**src/rtl/intr_vec_pkg.sv**
```systemverilog
package intr_vec_pkg;
  typedef enum logic [1:0] {
    ST_IDLE = 2'd0,
    ST_ACK  = 2'd1,
    ST_SAVE = 2'd2,
    ST_JUMP = 2'd3
  } seq_state_t;
endpackage

```
**src/rtl/intr_pend_ctl.sv**
```systemverilog
// Holds the sampled-request flag and the enable flag; decides when a sequence starts.
module intr_pend_ctl (
  input  logic clk,
  input  logic rst,
  input  logic irq_req,
  input  logic instr_last,
  input  logic instr_first,
  input  logic ie_set,
  input  logic seq_idle,
  output logic start,
  output logic ie
);
  logic pend_q;
  logic ie_q;
  logic sample;

  assign sample = seq_idle & instr_last & irq_req & ie_q;
  assign start  = seq_idle & instr_first & pend_q;
  assign ie     = ie_q;

  always_ff @(posedge clk) begin
    if (rst) begin
      pend_q <= 1'b0;
    end else if (start) begin
      pend_q <= 1'b0;
    end else if (sample) begin
      pend_q <= 1'b1;
    end
  end

  // hardware clear on entry takes priority over the software set
  always_ff @(posedge clk) begin
    if (rst) begin
      ie_q <= 1'b0;
    end else if (start) begin
      ie_q <= 1'b0;
    end else if (ie_set) begin
      ie_q <= 1'b1;
    end
  end
endmodule

```
**src/rtl/intr_seq_fsm.sv**
```systemverilog
// Sequence state, vector capture and return-address capture. Exposes next-state values.
module intr_seq_fsm
  import intr_vec_pkg::*;
#(
  parameter int PC_W    = 32,
  parameter int DATA_W  = 8,
  parameter int VEC_LSB = 2,
  parameter int VEC_W   = 3,
  parameter int NBYTES  = PC_W / 8,
  parameter int BIDX_W  = (NBYTES > 1) ? $clog2(NBYTES) : 1
) (
  input  logic              clk,
  input  logic              rst,
  input  logic              start,
  input  logic [PC_W-1:0]   pc_cur,
  input  logic [DATA_W-1:0] data_bus,
  output logic              seq_idle,
  output seq_state_t        state_n,
  output logic [VEC_W-1:0]  vec_n,
  output logic [PC_W-1:0]   ret_n,
  output logic [BIDX_W-1:0] byte_n
);
  localparam logic [BIDX_W-1:0] LAST_BYTE = BIDX_W'(NBYTES - 1);

  seq_state_t        state_q;
  logic [VEC_W-1:0]  vec_q;
  logic [PC_W-1:0]   ret_q;
  logic [BIDX_W-1:0] byte_q;

  assign seq_idle = (state_q == ST_IDLE);

  always_comb begin
    state_n = state_q;
    vec_n   = vec_q;
    ret_n   = ret_q;
    byte_n  = byte_q;
    unique case (state_q)
      ST_IDLE: begin
        if (start) begin
          state_n = ST_ACK;
          ret_n   = pc_cur;
        end
      end
      ST_ACK: begin
        vec_n   = data_bus[VEC_LSB +: VEC_W];
        byte_n  = '0;
        state_n = ST_SAVE;
      end
      ST_SAVE: begin
        if (byte_q == LAST_BYTE) begin
          state_n = ST_JUMP;
        end else begin
          byte_n = byte_q + BIDX_W'(1);
        end
      end
      ST_JUMP: begin
        state_n = ST_IDLE;
      end
      default: state_n = ST_IDLE;
    endcase
  end

  always_ff @(posedge clk) begin
    if (rst) begin
      state_q <= ST_IDLE;
      vec_q   <= '0;
      ret_q   <= '0;
      byte_q  <= '0;
    end else begin
      state_q <= state_n;
      vec_q   <= vec_n;
      ret_q   <= ret_n;
      byte_q  <= byte_n;
    end
  end
endmodule

```
**src/rtl/intr_out_reg.sv**
```systemverilog
// Registers every output from the next-state values so outputs line up with the state.
module intr_out_reg
  import intr_vec_pkg::*;
#(
  parameter int PC_W       = 32,
  parameter int VEC_W      = 3,
  parameter int SLOT_SHIFT = 3,
  parameter int NBYTES     = PC_W / 8,
  parameter int BIDX_W     = (NBYTES > 1) ? $clog2(NBYTES) : 1
) (
  input  logic              clk,
  input  logic              rst,
  input  seq_state_t        state_n,
  input  logic [VEC_W-1:0]  vec_n,
  input  logic [PC_W-1:0]   ret_n,
  input  logic [BIDX_W-1:0] byte_n,
  output logic              irq_ack,
  output logic              stall,
  output logic              mem_we,
  output logic [PC_W-1:0]   mem_addr,
  output logic [7:0]        mem_wdata,
  output logic              pc_load,
  output logic [PC_W-1:0]   pc_load_val
);
  localparam logic [PC_W-1:0] JUMP_OFS = PC_W'(NBYTES);

  logic [7:0]      ret_bytes [NBYTES];
  logic [PC_W-1:0] slot_base;
  logic [PC_W-1:0] byte_ofs;
  logic            save_n;

  genvar g;
  generate
    for (g = 0; g < NBYTES; g++) begin : g_split
      assign ret_bytes[g] = ret_n[g*8 +: 8];
    end
  endgenerate

  assign slot_base = {{(PC_W-VEC_W){1'b0}}, vec_n} << SLOT_SHIFT;
  assign byte_ofs  = {{(PC_W-BIDX_W){1'b0}}, byte_n};
  assign save_n    = (state_n == ST_SAVE);

  always_ff @(posedge clk) begin
    if (rst) begin
      irq_ack     <= 1'b0;
      stall       <= 1'b0;
      mem_we      <= 1'b0;
      mem_addr    <= '0;
      mem_wdata   <= '0;
      pc_load     <= 1'b0;
      pc_load_val <= '0;
    end else begin
      irq_ack     <= (state_n == ST_ACK);
      stall       <= (state_n != ST_IDLE);
      mem_we      <= save_n;
      mem_addr    <= save_n ? (slot_base + byte_ofs) : '0;
      mem_wdata   <= save_n ? ret_bytes[byte_n] : 8'h00;
      pc_load     <= (state_n == ST_JUMP);
      pc_load_val <= (state_n == ST_JUMP) ? (slot_base + JUMP_OFS) : '0;
    end
  end
endmodule

```
**src/rtl/intr_vec_seq.sv**
```systemverilog
module intr_vec_seq
  import intr_vec_pkg::*;
#(
  parameter int PC_W       = 32,
  parameter int DATA_W     = 8,
  parameter int VEC_LSB    = 2,
  parameter int VEC_W      = 3,
  parameter int SLOT_SHIFT = 3
) (
  input  logic              clk,
  input  logic              rst,
  input  logic              irq_req,
  input  logic              instr_last,
  input  logic              instr_first,
  output logic              irq_ack,
  input  logic [DATA_W-1:0] data_bus,
  input  logic [PC_W-1:0]   pc_cur,
  output logic              pc_load,
  output logic [PC_W-1:0]   pc_load_val,
  input  logic              ie_set,
  output logic              ie,
  output logic              stall,
  output logic              mem_we,
  output logic [PC_W-1:0]   mem_addr,
  output logic [7:0]        mem_wdata
);
  localparam int NBYTES = PC_W / 8;
  localparam int BIDX_W = (NBYTES > 1) ? $clog2(NBYTES) : 1;

  logic              start;
  logic              seq_idle;
  seq_state_t        state_n;
  logic [VEC_W-1:0]  vec_n;
  logic [PC_W-1:0]   ret_n;
  logic [BIDX_W-1:0] byte_n;

  intr_pend_ctl u_pend (
    .clk        (clk),
    .rst        (rst),
    .irq_req    (irq_req),
    .instr_last (instr_last),
    .instr_first(instr_first),
    .ie_set     (ie_set),
    .seq_idle   (seq_idle),
    .start      (start),
    .ie         (ie)
  );

  intr_seq_fsm #(
    .PC_W   (PC_W),
    .DATA_W (DATA_W),
    .VEC_LSB(VEC_LSB),
    .VEC_W  (VEC_W),
    .NBYTES (NBYTES),
    .BIDX_W (BIDX_W)
  ) u_fsm (
    .clk     (clk),
    .rst     (rst),
    .start   (start),
    .pc_cur  (pc_cur),
    .data_bus(data_bus),
    .seq_idle(seq_idle),
    .state_n (state_n),
    .vec_n   (vec_n),
    .ret_n   (ret_n),
    .byte_n  (byte_n)
  );

  intr_out_reg #(
    .PC_W      (PC_W),
    .VEC_W     (VEC_W),
    .SLOT_SHIFT(SLOT_SHIFT),
    .NBYTES    (NBYTES),
    .BIDX_W    (BIDX_W)
  ) u_out (
    .clk        (clk),
    .rst        (rst),
    .state_n    (state_n),
    .vec_n      (vec_n),
    .ret_n      (ret_n),
    .byte_n     (byte_n),
    .irq_ack    (irq_ack),
    .stall      (stall),
    .mem_we     (mem_we),
    .mem_addr   (mem_addr),
    .mem_wdata  (mem_wdata),
    .pc_load    (pc_load),
    .pc_load_val(pc_load_val)
  );
endmodule

```
**config.mk**
```make
export PLATFORM = sky130hd
export DESIGN_NAME = intr_vec_seq
export DESIGN_NICKNAME = d
export VERILOG_FILES = /design/src/rtl/intr_vec_pkg.sv /design/src/rtl/intr_pend_ctl.sv /design/src/rtl/intr_seq_fsm.sv /design/src/rtl/intr_out_reg.sv /design/src/rtl/intr_vec_seq.sv
export SDC_FILE = /design/constraint.sdc
export NUM_CORES = 1
export LEC_CHECK = 0
export BUFFER_PORTS_ARGS = -buffer_cell sky130_fd_sc_hd__buf_2
export CORE_ASPECT_RATIO = 1.5
export CORE_MARGIN = 2
export CORE_UTILIZATION = 46
export CTS_CLUSTER_SIZE = 20
export DETAILED_ROUTE_END_ITERATION = 12
export HOLD_SLACK_MARGIN = 0.02
export PLACE_DENSITY_LB_ADDON = 0.12
export SYNTH_ARGS = -nofsm -noshare
export SYNTH_HDL_FRONTEND = slang
export SYNTH_SLANG_ARGS = --single-unit
```
**constraint.sdc**
```tcl
create_clock -name clk -period 2.3 [get_ports clk]
set_input_delay 0.46 -clock clk [delete_from_list [all_inputs] [get_ports clk]]
set_output_delay 0.46 -clock clk [all_outputs]
set_load 0.02 [all_outputs]
```
==> results of run 1 <==
[cell families after synthesis]
| logic type | after synthesis |
|---|---|
| DFF | 62 |
| muxes | 35 |
| and+or+nand+nor | 72 |
| AOI/OAI and AO/OA | 26 |
| adders and majority gates | 4 |
| other | 1 |
| buffers and inverters | 70 |
[path summary, 6_finish.rpt]
path                    startpoint                 end  slack (ns)  depth (start not counted)
setup / recovery  u_fsm.state_q[0]  u_out.mem_wdata[4]        0.29                          6
hold / removal          pc_cur[21]     u_fsm.ret_q[21]        0.38                          3
setup reg to reg  u_fsm.state_q[0]  u_out.mem_wdata[4]        0.29                          6
hold reg to reg    u_fsm.ret_q[19]     u_fsm.ret_q[19]        0.49                          2
[sequential cells by signal, summed over array words and instances, names as in the netlist]
signal and count:
u_out.stall 1, u_fsm.vec_q 3, u_out.mem_we 1, u_fsm.ret_q 32
u_out.pc_load 1, u_fsm.byte_q 2, u_out.mem_addr 5, u_pend.pend_q 1
u_out.irq_ack 1, u_out.mem_wdata 8, u_fsm.state_q 2, u_pend.ie 1
u_out.pc_load_val 4
[cell usage after synthesis, drive strengths merged, types with 3 or more instances]
cell type / count
dfxtp: 62
buf: 59
nor2: 48
mux2i: 35
a22oi: 16
and3: 9
clkbuf: 5
inv: 5
ha: 4
nand2: 3
nand2b: 3
nor3: 3
[placed cells by master, fill, tap and decap left out, types with 2 or more instances in the layout]
cell type	netlist	final
nand2_1	3	3
inv_1	4	4
nor2_1	48	48
buf_2	1	62
bufinv_16	0	3
a22oi_1	16	16
nand2b_1	2	2
clkbuf_8	0	10
buf_4	58	3
ha_1	4	4
nand3_2	2	2
buf_12	0	2
mux2i_1	35	35
nor3_1	3	3
dfxtp_1	62	62
a21o_1	2	2
conb_1	1	55
and3_1	9	9
[metal layers]
layer | global-route usage [%] | vias up | wire (µm) | share of wire (%)
met2 | 29.69 | 72 | 2732 | 52
met5 | 0 | - | 0 | 0
met1 | 17.14 | 852 | 2048 | 39
met3 | 5.446 | 9 | 358 | 6.8
li1 | - | 928 | - | -
met4 | 7.378 | 0 | 98 | 1.9
[worst max-delay path: cells and delay by family, from the launching register on]
| kind | cells | cell delay (ns) |
|---|---|---|
| simple gates | 2 | 0.43 |
| flops | 1 | 0.38 |
| compound gates | 2 | 0.58 |
| buf+inv | 1 | 0.09 |
| fa+ha+maj | 1 | 0.44 |
[where the power goes]
group          leakage [µW]  total (µW)  switching [µW]  internal (µW)
Sequential         0.000501        1100            6.04           1090
Clock              0.000120        1170             421            752
Combinational       0.00111         225             158           67.5
Total               0.00173        2500             584           1910
[stage by stage]
| step | setup slack, ns | cells | hold WS, ns | util, % |
|---|---|---|---|---|
| final | 0.2893 | 415 | 0.3770 | 54.98 |
| after global routing | 0.1577 | 415 | 0.3836 | 54.98 |
| after CTS | 0.2576 | 415 | 0.3686 | 54.98 |
| after detailed placement | 0.2592 | 399 | 0.4851 | 50.64 |
| after global placement | 0.3075 | 399 | 0.4705 | 50.64 |
| after floorplan | 0.6057 | 324 | 0.4558 | - |
[final cells by class]
class                      instances  area share [%]
timing repair buffer              67           11.90
tap                               72           2.874
sequential                        62           39.60
inverter                           6          0.7186
clock buffer                      11           4.511
multi-input combinational        192           37.01
clock inverter                     5           3.393
==> metrics.yaml, run 1 <==
status:
  status: "complete, no violations"
logic_synthesis:
  syn_inst: 270
  yosysTopAreaCellShare_pct: 46.31
  synth_area_leaders: "dfxtp_1 46%, buf_4 16%, mux2i_1 13%"
  synth_area_leader_cell: "dfxtp_1"
  seq_area_frac_synth_pct: 46.31
  ys_warn_count: 0
  synth_top_family_by_area: "buffers and inverters"
  yosys.area_share.simple_pct: 12.70
  ys_seq_elements: 62
  synth_fa_ha_area_share_pct: 1.867
  synth-xor-area-share_pct: 0
  muxShareOfSynthArea_pct: 13.07
  avgSynthCellArea_um2: 9.926
  ys.flop_type: "dfxtp_1"
  syn_area_um2: 2680
  synth_cell_types: 31
  async_flop_share_pct: 0
  synth_edf_count: 0
  synth_compound_area_share_pct: 7.937
routing:
  wl_per_cell_um: 12.62
  wl_um: 5238
  ant_nets: 0
  dr_total_vias: 1861
  vias_per_cell: 4.484
  drtPass1Iterations: 4
  drt_iter0_markers: 66
  drc: 0
sta:
  setup_viol: 0
  rsz0062_at_grt: "no"
  fin_skew_ns: 0.008726
  drv_slew: 0
  hold_viol_final: 0
  fin_crit_ns: 2.011
  fmax_mhz: 497.3
  setup_tns_ns: 0
  fin_crit_sh_pct: 87.42
worst_setup_path:
  cp_max_fo: 10
  crit_slowest_cell: "ha_1"
  end_kind: "register"
  startpoint_type: "register"
  cp.required_ns: 2.54
  crit_type: "reg -> reg"
  worstPathArrival_ns: 2.25
  max_stage_delay_ns: 0.44
  worstPathCellList: "inv_1, ha_1, nand2b_4, a21boi_2, a22oi_1, and3_1"
layout:
  fill_cells: 568
  nNetsFinal: 388
  stdcell_area_um2: 3134
  syn_to_final_growth_pct: 16.95
  num_antenna_cells: 0
  multi_input_area_um2: 1160
  register_area_um2: 1241
  layout-drive-gt1-share_pct: 26.82
power:
  p_leak_uw: 0.001731
  power.density_nw_per_um2: 796.1
  finalPower_uw: 2495
  ir_worst_vdd_v: 0.0004433
place:
  io_buffers: 62
  hpwl_um: 3797
  gp_congestion: 0.7024
  dpl_cell_area_um2: 2887
clocking:
  clock_latency_ns: 0.34
  htreeDepth: 3
  cts_tree: "built"
  cts_resized: 0
  clkTransAtPathRegs_ns: 0.07
  cts_buffers: 9
  cts_sinks: 62
  root_buffer: "clkbuf_8"
  cts_buffer_depth: 2
  postCtsHoldBufs: 0
  post-cts-setup-buffers: 0
grt:
  overflow: 0
  grt_pass1_vias: 1791
  grt_use_total_pct: 16.69
  grt_pass1_wl_um: 8073
  grt_max_degree: 43
  antenna_found_initial: 0
die:
  core_um2: 5700
  fp.dieW_um: 66.33
  num_rows: 34
  dieHeight_um: 97.49
  dieArea_um2: 6466
  start_util_pct: 47.01
  ios: 123
worst_hold_path:
  hold_path_class: "in -> reg"
job:
  max_cap_viol_count: 0
Power figures use the tool's default switching activity.
==> inputs of run 2 (changes only) <==
Clock period 2.3 ns to 2.2 ns, I/O delays scaled along.
==> metrics.yaml, run 2 (synthesis results as in run 1) <==
status:
  status: "complete, no violations"  # unchanged
worst_setup_path:
  critPathLaunch: "u_fsm.state_q[0]"  # unchanged
  critPathBufInv: 2  # was 1
  regToRegStartpoint: "u_fsm.state_q[0]"  # unchanged
  cp.required_ns: 2.45  # was 2.54 ns
  cp_max_fo: 10  # unchanged
  crit_slowest_cell: "ha_1"  # unchanged
  r2r-end: "u_out.mem_wdata[1]"  # was u_out.mem_wdata[4]
  r2r_cells: 7  # was 6
  end_kind: "register"  # unchanged
  worstPathCellList: "inv_1, ha_1, nand2b_4, a21boi_2, buf_4, a22oi_1, and3_1"  # was inv_1, ha_1, nand2b_4, a21boi_2, a22oi_1, and3_1
  crit_family: "adder cells"  # was compound AO/OA/AOI/OAI gates
  max_stage_delay_ns: 0.45  # was 0.44 ns
  endpoint: "u_out.mem_wdata[1]"  # was u_out.mem_wdata[4]
  r2r_setup_slack_ns: 0.30  # was 0.29 ns
  crit_type: "reg -> reg"  # unchanged
  worstPathArrival_ns: 2.15  # was 2.25 ns
  startpoint_type: "register"  # unchanged
  cp.depth: 7  # was 6
layout:
  num_antenna_cells: 0  # unchanged
  layout-drive-gt1-share_pct: 27.11  # was 26.82%
  layout_common_cells: "62 x buf_2, 62 x dfxtp_1, 55 x conb_1"  # unchanged
  fill_cells: 585  # was 568
  biggestRegsByFlops: "u_fsm.ret_q (32), u_out.mem_wdata (8), u_out.mem_addr (5)"  # unchanged
  final_util_pct: 53.99  # was 54.98%
  nNetsFinal: 388  # unchanged
  syn_to_final_growth_pct: 14.85  # was 16.95%
  stdcell_area_um2: 3078  # was 3134 µm²
  regMostFlops: "u_fsm.ret_q"  # unchanged
  multi_input_area_um2: 1160  # unchanged
  register_area_um2: 1241  # unchanged
  largest_register_ffs: 32  # unchanged
clocking:
  cts_buffer_depth: 2  # unchanged
  cts_buffers: 9  # unchanged
  cts_sinks: 62  # unchanged
  root_buffer: "clkbuf_8"  # unchanged
  clkTransAtPathRegs_ns: 0.08  # was 0.07 ns
  clock_latency_ns: 0.35  # was 0.34 ns
  htreeDepth: 3  # unchanged
  postCtsHoldBufs: 0  # unchanged
  cts_resized: 0  # unchanged
  post-cts-setup-buffers: 0  # unchanged
  cts_tree: "built"  # unchanged
die:
  fp.dieW_um: 66.33  # unchanged
  ios: 123  # unchanged
  core_um2: 5700  # unchanged
  num_rows: 34  # unchanged
  dieArea_um2: 6466  # unchanged
  dieHeight_um: 97.49  # unchanged
  start_util_pct: 47.01  # unchanged
sta:
  rsz0062_at_grt: "no"  # unchanged
  drv_slew: 0  # unchanged
  setup_tns_ns: 0  # unchanged
  hold_viol_final: 0  # unchanged
  fin_crit_sh_pct: 86.33  # was 87.42%
  fin_crit_ns: 1.899  # was 2.011 ns
  fmax_mhz: 526.5  # was 497.3 MHz
  fin_skew_ns: 0.009068  # was 0.008726 ns
  setup_viol: 0  # unchanged
grt:
  grt_pass1_wl_um: 7879  # was 8073 µm
  antenna_found_initial: 0  # unchanged
  grt_pass1_vias: 1735  # was 1,791
  overflow: 0  # unchanged
  grt_max_degree: 43  # unchanged
  grt_use_total_pct: 16.51  # was 16.69%
place:
  dpl_cell_area_um2: 2874  # was 2887 µm²
  hpwl_um: 3717  # was 3797 µm
  gp_congestion: 0.7105  # was 0.7024
  io_buffers: 62  # unchanged
routing:
  ant_nets: 0  # unchanged
  wl_per_cell_um: 12.43  # was 12.62 µm
  drc: 0  # unchanged
  wl_um: 5158  # was 5238 µm
  vias_per_cell: 4.581  # was 4.484
  dr_total_vias: 1901  # was 1,861
  drtPass1Iterations: 4  # unchanged
  drt_iter0_markers: 55  # was 66
job:
  max_cap_viol_count: 0  # unchanged
power:
  ir_worst_vdd_v: 0.0005753  # was 0.0004433 V
  p_leak_uw: 0.001703  # was 0.001731 µW
  finalPower_uw: 2402  # was 2495 µW
  power.density_nw_per_um2: 780.2  # was 796.1 nW/µm²
worst_hold_path:
  hold_path_class: "in -> reg"  # unchanged
==> run 2: per-layer routing <==
layer	routed length, µm	GRT usage [%]
met1	1984	18.48
met2	2651	27.08
met3	373	4.403
met5	0	0
met4	148	10.05
==> run 2: how the worst min path moves through the flow <==
stage	from	endpoint	cells after the start
final	pc_cur[4]	u_fsm.ret_q[4]	3
after global placement	u_fsm.ret_q[21]	u_fsm.ret_q[21]	2
after detailed placement	u_fsm.ret_q[19]	u_fsm.ret_q[19]	2
after CTS	pc_cur[4]	u_fsm.ret_q[4]	3
after floorplan	u_fsm.ret_q[8]	u_fsm.ret_q[8]	2
after global routing	pc_cur[19]	u_fsm.ret_q[19]	3
==> run 2: worst min-delay path, stage by stage <==
cell	delay (ns)
buf_2	0.07
mux2i_1	0.07
nor2_1	0.08
==> run 2: where the power goes <==
| group | total (µW) | switching (µW) | leakage [µW] | internal (µW) |
|---|---|---|---|---|
| Clock | 1020 | 485 | 0.0000968 | 536 |
| Combinational | 234 | 165 | 0.00111 | 68.9 |
| Sequential | 1150 | 6.37 | 0.000501 | 1140 |
==> run 2: cell type report <==
cell class	count	share of cell area, %
multi-input cells	192	37.68
clock inverters	7	2.602
well taps	72	2.927
clock buffers	9	4.024
inverters	6	0.7317
repair buffers	67	11.71
flip-flops and latches	62	40.33
==> run 2: stage by stage <==
stage	setup WS (ns)	hold slack (ns)	cells
6_report	0.3006	0.3459	415
3_5_place_dp	0.3031	0.4832	399
2_1_floorplan	0.5057	0.4558	324
3_3_place_gp	0.3343	0.4700	399
5_1_grt	0.1821	0.3450	415
4_1_cts	0.2991	0.3383	415
